==> src/rtl/erase_pkg.sv <==
package erase_pkg;

  localparam logic [7:0] OP_RDSR = 8'h05;
  localparam logic [7:0] OP_WREN = 8'h06;

  localparam logic [2:0] SEL_START = 3'd0;
  localparam logic [2:0] SEL_EVENT = 3'd1;
  localparam logic [2:0] SEL_INTEN = 3'd2;
  localparam logic [2:0] SEL_PTR   = 3'd3;
  localparam logic [2:0] SEL_SIZE  = 3'd4;
  localparam logic [2:0] SEL_AMODE = 3'd5;

  typedef enum logic [3:0] {
    ST_IDLE, ST_POLL_CMD, ST_POLL_DATA, ST_WREN, ST_ERASE_CMD,
    ST_ADDR, ST_GAP, ST_FINISH
  } seq_state_e;

  function automatic logic [7:0] erase_opcode(input logic [1:0] code);
    case (code)
      2'd0:    erase_opcode = 8'h20;
      2'd1:    erase_opcode = 8'hD8;
      default: erase_opcode = 8'hC7;
    endcase
  endfunction

  function automatic logic [2:0] addr_byte_count(input logic [1:0] code,
                                                 input logic       wide);
    if (code == 2'd2) addr_byte_count = 3'd0;
    else if (wide)    addr_byte_count = 3'd4;
    else              addr_byte_count = 3'd3;
  endfunction

  function automatic logic size_is_valid(input logic [1:0] code);
    size_is_valid = (code != 2'd3);
  endfunction

endpackage

==> src/rtl/erase_regs.sv <==
module erase_regs
  import erase_pkg::*;
#(
  parameter int ADDR_W = 32
) (
  input  logic              clk,
  input  logic              rst_n,
  input  logic              reg_wr,
  input  logic [2:0]        reg_sel,
  input  logic [31:0]       reg_wdata,
  input  logic              evt_set,
  output logic              start_req,
  output logic [ADDR_W-1:0] ptr_q,
  output logic [1:0]        size_q,
  output logic              amode_q,
  output logic              evt_q,
  output logic              irq
);

  logic inten_q;

  assign start_req = reg_wr && (reg_sel == SEL_START) && reg_wdata[0];
  assign irq       = evt_q && inten_q;

  always_ff @(posedge clk or negedge rst_n) begin
    if (!rst_n) begin
      ptr_q   <= '0;
      size_q  <= '0;
      amode_q <= 1'b0;
      inten_q <= 1'b0;
    end else if (reg_wr) begin
      case (reg_sel)
        SEL_PTR:   ptr_q   <= reg_wdata[ADDR_W-1:0];
        SEL_SIZE:  size_q  <= reg_wdata[1:0];
        SEL_AMODE: amode_q <= reg_wdata[0];
        SEL_INTEN: inten_q <= reg_wdata[0];
        default: ;
      endcase
    end
  end

  always_ff @(posedge clk or negedge rst_n) begin
    if (!rst_n)
      evt_q <= 1'b0;
    else if (evt_set)
      evt_q <= 1'b1;
    else if (reg_wr && reg_sel == SEL_EVENT && reg_wdata == 32'd0)
      evt_q <= 1'b0;
  end

endmodule

==> src/rtl/spi_byte_shifter.sv <==
module spi_byte_shifter #(
  parameter int BYTE_W = 8
) (
  input  logic              clk,
  input  logic              rst_n,
  input  logic              go,
  input  logic [BYTE_W-1:0] tx,
  output logic              done,
  output logic              rx_last,
  output logic              sck,
  output logic              mosi,
  input  logic              miso
);

  localparam int CW = $clog2(BYTE_W);

  logic              active, phase;
  logic [CW-1:0]     cnt;
  logic [BYTE_W-1:0] sh;
  logic              last_bit;

  assign last_bit = (cnt == CW'(BYTE_W - 1));
  assign sck      = active && phase;
  assign mosi     = active ? sh[BYTE_W-1] : 1'b0;

  always_ff @(posedge clk or negedge rst_n) begin
    if (!rst_n) begin
      active  <= 1'b0;
      phase   <= 1'b0;
      cnt     <= '0;
      sh      <= '0;
      rx_last <= 1'b0;
      done    <= 1'b0;
    end else begin
      done <= 1'b0;
      if (!active) begin
        if (go) begin
          active <= 1'b1;
          phase  <= 1'b0;
          cnt    <= '0;
          sh     <= tx;
        end
      end else if (!phase) begin
        phase <= 1'b1;
      end else begin
        phase   <= 1'b0;
        sh      <= {sh[BYTE_W-2:0], 1'b0};
        rx_last <= miso;
        cnt     <= cnt + CW'(1);
        if (last_bit) begin
          active <= 1'b0;
          done   <= 1'b1;
        end
      end
    end
  end

endmodule

==> src/rtl/erase_seq_ctrl.sv <==
module erase_seq_ctrl
  import erase_pkg::*;
#(
  parameter int ADDR_W = 32,
  parameter int CS_GAP = 2
) (
  input  logic              clk,
  input  logic              rst_n,
  input  logic              start_req,
  input  logic [1:0]        size_q,
  input  logic [ADDR_W-1:0] ptr_q,
  input  logic              amode_q,
  input  logic              sh_done,
  input  logic              wip_bit,
  output logic              sh_go,
  output logic [7:0]        sh_tx,
  output logic              cs_n,
  output logic              busy,
  output logic              evt_set
);

  localparam int GW = $clog2(CS_GAP + 1);

  seq_state_e        state, ret_state;
  logic [GW-1:0]     gap_cnt;
  logic [1:0]        op_size;
  logic [ADDR_W-1:0] op_addr;
  logic [2:0]        idx;
  logic              kicked;
  logic              in_frame;

  assign in_frame = (state == ST_POLL_CMD) || (state == ST_POLL_DATA) ||
                    (state == ST_WREN) || (state == ST_ERASE_CMD) ||
                    (state == ST_ADDR);
  assign cs_n    = !in_frame;
  assign busy    = (state != ST_IDLE);
  assign evt_set = (state == ST_FINISH);
  assign sh_go   = in_frame && !kicked;

  always_comb begin
    case (state)
      ST_POLL_CMD:  sh_tx = OP_RDSR;
      ST_WREN:      sh_tx = OP_WREN;
      ST_ERASE_CMD: sh_tx = erase_opcode(op_size);
      ST_ADDR:      sh_tx = op_addr[{idx[1:0], 3'b000} +: 8];
      default:      sh_tx = 8'h00;
    endcase
  end

  always_ff @(posedge clk or negedge rst_n) begin
    if (!rst_n) begin
      state     <= ST_IDLE;
      ret_state <= ST_IDLE;
      gap_cnt   <= '0;
      op_size   <= '0;
      op_addr   <= '0;
      idx       <= '0;
      kicked    <= 1'b0;
    end else begin
      if (sh_go) kicked <= 1'b1;
      if (sh_done) kicked <= 1'b0;
      case (state)
        ST_IDLE:
          if (start_req && size_is_valid(size_q)) begin
            op_size <= size_q;
            op_addr <= ptr_q;
            idx     <= addr_byte_count(size_q, amode_q) - 3'd1;
            state   <= ST_POLL_CMD;
          end
        ST_POLL_CMD:
          if (sh_done) state <= ST_POLL_DATA;
        ST_POLL_DATA:
          if (sh_done) begin
            gap_cnt   <= '0;
            ret_state <= wip_bit ? ST_POLL_CMD : ST_WREN;
            state     <= ST_GAP;
          end
        ST_WREN:
          if (sh_done) begin
            gap_cnt   <= '0;
            ret_state <= ST_ERASE_CMD;
            state     <= ST_GAP;
          end
        ST_ERASE_CMD:
          if (sh_done)
            state <= (op_size == 2'd2) ? ST_FINISH : ST_ADDR;
        ST_ADDR:
          if (sh_done) begin
            if (idx == 3'd0) state <= ST_FINISH;
            else             idx   <= idx - 3'd1;
          end
        ST_GAP:
          if (gap_cnt == GW'(CS_GAP - 1)) state <= ret_state;
          else                            gap_cnt <= gap_cnt + GW'(1);
        ST_FINISH:
          state <= ST_IDLE;
        default:
          state <= ST_IDLE;
      endcase
    end
  end

endmodule

==> src/rtl/erase_seq.sv <==
module erase_seq
  import erase_pkg::*;
#(
  parameter int ADDR_W = 32,
  parameter int CS_GAP = 2
) (
  input  logic        clk,
  input  logic        rst_n,
  input  logic        reg_wr,
  input  logic [2:0]  reg_sel,
  input  logic [31:0] reg_wdata,
  output logic        ready_evt,
  output logic        irq,
  output logic        busy,
  output logic        spi_cs_n,
  output logic        spi_sck,
  output logic        spi_mosi,
  input  logic        spi_miso
);

  logic              start_req, amode_q, evt_set;
  logic [1:0]        size_q;
  logic [ADDR_W-1:0] ptr_q;
  logic              sh_go, sh_done, wip_bit;
  logic [7:0]        sh_tx;

  erase_regs #(.ADDR_W(ADDR_W)) u_regs (
    .clk(clk), .rst_n(rst_n), .reg_wr(reg_wr), .reg_sel(reg_sel),
    .reg_wdata(reg_wdata), .evt_set(evt_set), .start_req(start_req),
    .ptr_q(ptr_q), .size_q(size_q), .amode_q(amode_q), .evt_q(ready_evt),
    .irq(irq)
  );

  erase_seq_ctrl #(.ADDR_W(ADDR_W), .CS_GAP(CS_GAP)) u_ctrl (
    .clk(clk), .rst_n(rst_n), .start_req(start_req), .size_q(size_q),
    .ptr_q(ptr_q), .amode_q(amode_q), .sh_done(sh_done), .wip_bit(wip_bit),
    .sh_go(sh_go), .sh_tx(sh_tx), .cs_n(spi_cs_n), .busy(busy),
    .evt_set(evt_set)
  );

  spi_byte_shifter #(.BYTE_W(8)) u_shift (
    .clk(clk), .rst_n(rst_n), .go(sh_go), .tx(sh_tx), .done(sh_done),
    .rx_last(wip_bit), .sck(spi_sck), .mosi(spi_mosi), .miso(spi_miso)
  );

endmodule

==> config.mk <==
export PLATFORM = sky130hd
export DESIGN_NAME = erase_seq
export DESIGN_NICKNAME = d
export VERILOG_FILES = /design/src/rtl/erase_pkg.sv /design/src/rtl/erase_regs.sv /design/src/rtl/spi_byte_shifter.sv /design/src/rtl/erase_seq_ctrl.sv /design/src/rtl/erase_seq.sv
export SDC_FILE = /design/constraint.sdc
export NUM_CORES = 1
export LEC_CHECK = 0
export ABC_CLOCK_PERIOD_IN_PS = 4080
export BUFFER_PORTS_ARGS = -buffer_cell sky130_fd_sc_hd__buf_2
export CAP_MARGIN = 30
export CORE_UTILIZATION = 45
export DETAILED_ROUTE_END_ITERATION = 10
export PLACE_DENSITY = 0.65
export SLEW_MARGIN = 40
export SYNTH_ARGS = -nofsm -noshare
export SYNTH_HDL_FRONTEND = slang
export SYNTH_HIERARCHICAL = 1
export SYNTH_SLANG_ARGS = --single-unit
export TNS_END_PERCENT = 1
==> constraint.sdc <==
create_clock -name clk -period 4.08 [get_ports clk]
set_input_delay 0.816 -clock clk [delete_from_list [all_inputs] [get_ports clk]]
set_output_delay 0.816 -clock clk [all_outputs]
set_load 0.01 [all_outputs]
==> flow_metrics.tcl <==
set metrics [dict create \
    status "finished clean" \
    wl_per_cell_um 17.0 \
    ioPinCount 45 \
    cts_tree "built" \
    synth.avg_cell_area_um2 13.8 \
    hold_viol_final 0 \
    r2r-end "u_ctrl/idx[2]$_DFFE_PN0P_" \
    gp_congestion 0.776 \
    die-area_um2 11000 \
    static-leakage-power_nw 2.51 \
    setup_tns_ps 0 \
    routed_via_density 5.39 \
    pwr-share-clk_pct 19.9 \
    synth_area_leaders "dfrtp_1 52%, mux2_2 10%, mux2_4 9.8%, mux2i_1 5.1%, mux4_2 3.8%" \
    end_kind "output pin" \
    async_flop_share_pct 100 \
    yosysUniqueCellTypes 54 \
    ir_drop_mv 0.308 \
    fillCellCount 939 \
    layout-drive-gt1-share_pct 40.0 \
    cts_repair_resize_count 0 \
    antenna_found_initial 0 \
    critPathLaunchType "register" \
    period_share_pct 62.2 \
    grt_max_degree 43 \
    synth_edf_count 0 \
    cts.sinks 98 \
    final_cells 526 \
    crit_chain "nor3_4, inv_2, nand2_1, buf_2" \
    synthToLayoutAreaGrowth_pct 10.5 \
    critPathRequiredTime_ps 3260 \
    root_buffer "clkbuf_8" \
    ys_seq_area_share_pct 51.7 \
    drtAntennaViolNets 0 \
    synth_fa_ha_area_share_pct 1.05 \
    rsz0062_at_grt "false" \
    dp_cells 511 \
    synthFlopType "dfrtp_1" \
    syn_inst 344 \
    finalSetupViolations 0 \
    final_max_slew_viol_count 0 \
    fin_nets 429 \
    grtUsageTotal_pct 18.1 \
    synth_compound_area_share_pct 6.17 \
    die_x_um 105 \
    reg2reg_slack_ps 1910 \
    syn_area_um2 4750 \
    powerDensity_nw_per_um2 614 \
    vias 2837 \
    critPathSlowestCell "dfrtp_1" \
    core_area_um2 10300 \
    arrival_ps 1720 \
    grt_pass1_vias 2892 \
    hold_buffers 0 \
    dpl.hpwl_um 6320 \
    holdCritPathClass "input pin to asynchronous set/reset pin" \
    drc_errors 0 \
    portBuffers 44 \
    crit_family "flip-flops" \
    grt_pass1_wl_um 15200 \
    p_sw_mw 1.09 \
    cts_setup_buffers 0 \
    fin_crit_ps 2540 \
    h-tree-depth 3 \
    synth_fp_nets 387 \
    synth_top_family_by_area "multiplexers" \
    routed_wl_um 8950 \
    switching_share_pct 34.0 \
    yosysMostFrequentCell "dfrtp_1" \
    fp-row-count 37 \
    seqPwrFrac_pct 48.8 \
    p_comb_share_pct 31.3 \
    numCtsBuffers 9 \
    synthTopCellsByCount "98 x dfrtp_1, 43 x mux2_2, 31 x mux2_4, 24 x mux2i_1" \
    worstSetupPathType "register to output pin" \
    synthXorXnorAreaFrac_pct 0.185 \
    drt_pre_antenna_iters 4 \
    synth_top_cell_by_area "dfrtp_1" \
    worst-path-buf-inv 2 \
    antenna_cells 0 \
    finClkSkew_ps 15.1 \
    drv_cap 0 \
    die_h_um 105 \
    insertion_delay_ps 370 \
    clk_pin_slew_worst_paths_ps 90 \
    synth.mux.area_fraction_pct 28.9 \
    synth_top_cell_area_share_pct 51.7 \
    cp_max_fo 18 \
    synth_warnings 6 \
    max_freq_ghz 0.394 \
    ys_ff_latch 98 \
    tightest_slew_ps 670 \
    start_util_pct 46.2 \
    internal_power_mw 2.12 \
    reg2regPathDepth 7 \
    rr_startpoint "u_ctrl/state[0]$_DFFE_PN0P_" \
    synth-simple-area-share_pct 8.99 \
    slew_headroom_pct 55.3 \
    gr-total-overflow 0 \
    clockBufferDepth 2 \
    drt_iter0_drc 116 \
    cp_slowest_stage_delay_ps 630 \
]
-- power by group through the flow --
stage | Combinational, mW | Sequential (mW) | Clock, mW
6_report | 1.01 | 1.57 | 0.641
2_1_floorplan | 0.974 | 1.38 | 0
3_3_place_gp | 0.977 | 1.58 | 0
3_5_place_dp | 1.01 | 1.59 | 0
4_1_cts | 1.01 | 1.57 | 0.662
5_1_grt | 1.11 | 1.62 | 0.704
-- stage by stage --
step | util, % | power [mW] | area, um^2 | setup WS (ps) | hold slack (ps)
global placement | 49.0 | 2.56 | 5040 | 1420 | 469
global route | 51.0 | 3.44 | 5250 | 1430 | 345
finish | 51.0 | 3.22 | 5250 | 1540 | 337
floorplan | - | 2.35 | 4750 | 1900 | 435
CTS | 51.0 | 3.25 | 5240 | 1560 | 339
detailed placement | 49.0 | 2.60 | 5040 | 1330 | 484
-- flip-flops by register name (all words and copies together), names as in the netlist, 2 cells and up --
name,count
u_ctrl/gap_cnt,2
u_ctrl/idx,3
u_ctrl/op_addr,32
u_ctrl/op_size,2
u_ctrl/ret_state,3
u_ctrl/state,3
u_regs/ptr_q,32
u_regs/size_q,2
u_shift/cnt,3
u_shift/sh,8
-- worst register-to-register path, cell delays in order, from the launching register on --
cell and delay [ps]:
dfrtp_1 780, and3b_1 360, nor3_1 90, a21oi_1 180
ha_1 240, nand2b_1 120, a31oi_1 110, a211oi_2 230
-- cells by family (layout without fill, tap and decap cells) --
| group | Yosys count | in the layout |
|---|---|---|
| DFF | 98 | 98 |
| adders and majority gates | 4 | 4 |
| buffers and inverters | 22 | 68 |
| and+or+nand+nor | 72 | 72 |
| xor gates and xnor gates | 1 | 1 |
| muxes | 106 | 106 |
| AOI/OAI and AO/OA | 41 | 41 |
-- area by class of cell --
cell class / instances / area (um^2) / share of cell area [%]
Sequential cell: 98 / 2450 / 46.8
Multi-Input combinational cell: 224 / 2150 / 41.1
Timing Repair Buffer: 47 / 245 / 4.68
Tap cell: 136 / 170 / 3.24
Clock buffer: 10 / 138 / 2.62
Clock inverter: 5 / 63.8 / 1.22
Inverter: 6 / 22.5 / 0.429
-- how the worst max path moves through the flow --
stage | from | cells past startpoint | to
2_1_floorplan | reg_wr | 6 | u_ctrl/state[2]$_DFFE_PN0P_
3_3_place_gp | reg_sel[2] | 6 | u_ctrl/op_addr[15]$_DFFE_PN0P_
3_5_place_dp | reg_wr | 6 | u_ctrl/op_addr[7]$_DFFE_PN0P_
4_1_cts | u_ctrl/state[0]$_DFFE_PN0P_ | 4 | spi_cs_n
5_1_grt | u_ctrl/state[0]$_DFFE_PN0P_ | 4 | spi_cs_n
6_report | u_ctrl/state[0]$_DFFE_PN0P_ | 4 | spi_cs_n
-- per-layer routing --
metal / wire, um / global-route usage [%]
met1: 4270 / 25.2
met3: 351 / 5.05
met2: 4260 / 28.0
met5: 0 / 0
met4: 65 / 4.83
-- placed cells by master, fill, tap and decap left out, types with 2 or more instances in the layout --
cell / synthesis / routed
dfrtp_1: 98 / 98
buf_2: 5 / 43
mux2_2: 43 / 43
mux2_4: 31 / 31
mux2i_1: 24 / 24
a21oi_1: 12 / 12
nor2_1: 12 / 12
nand2_1: 12 / 12
clkbuf_8: 0 / 10
nor4_1: 10 / 10
mux4_2: 8 / 8
nor3_1: 7 / 7
o21ai_0: 7 / 7
nand3_1: 5 / 5
buf_4: 3 / 4
ha_1: 4 / 4
nor2b_1: 3 / 3
inv_1: 3 / 3
nand3b_1: 3 / 3
and3_1: 3 / 3
clkinv_4: 0 / 2
and3b_1: 2 / 2
inv_2: 2 / 2
o22ai_1: 2 / 2
a31oi_1: 2 / 2
o2bb2ai_1: 2 / 2
a211oi_2: 2 / 2
and2_1: 2 / 2
nand4_1: 2 / 2
a22o_1: 2 / 2
a21o_1: 2 / 2
Power figures use the tool's default switching activity.
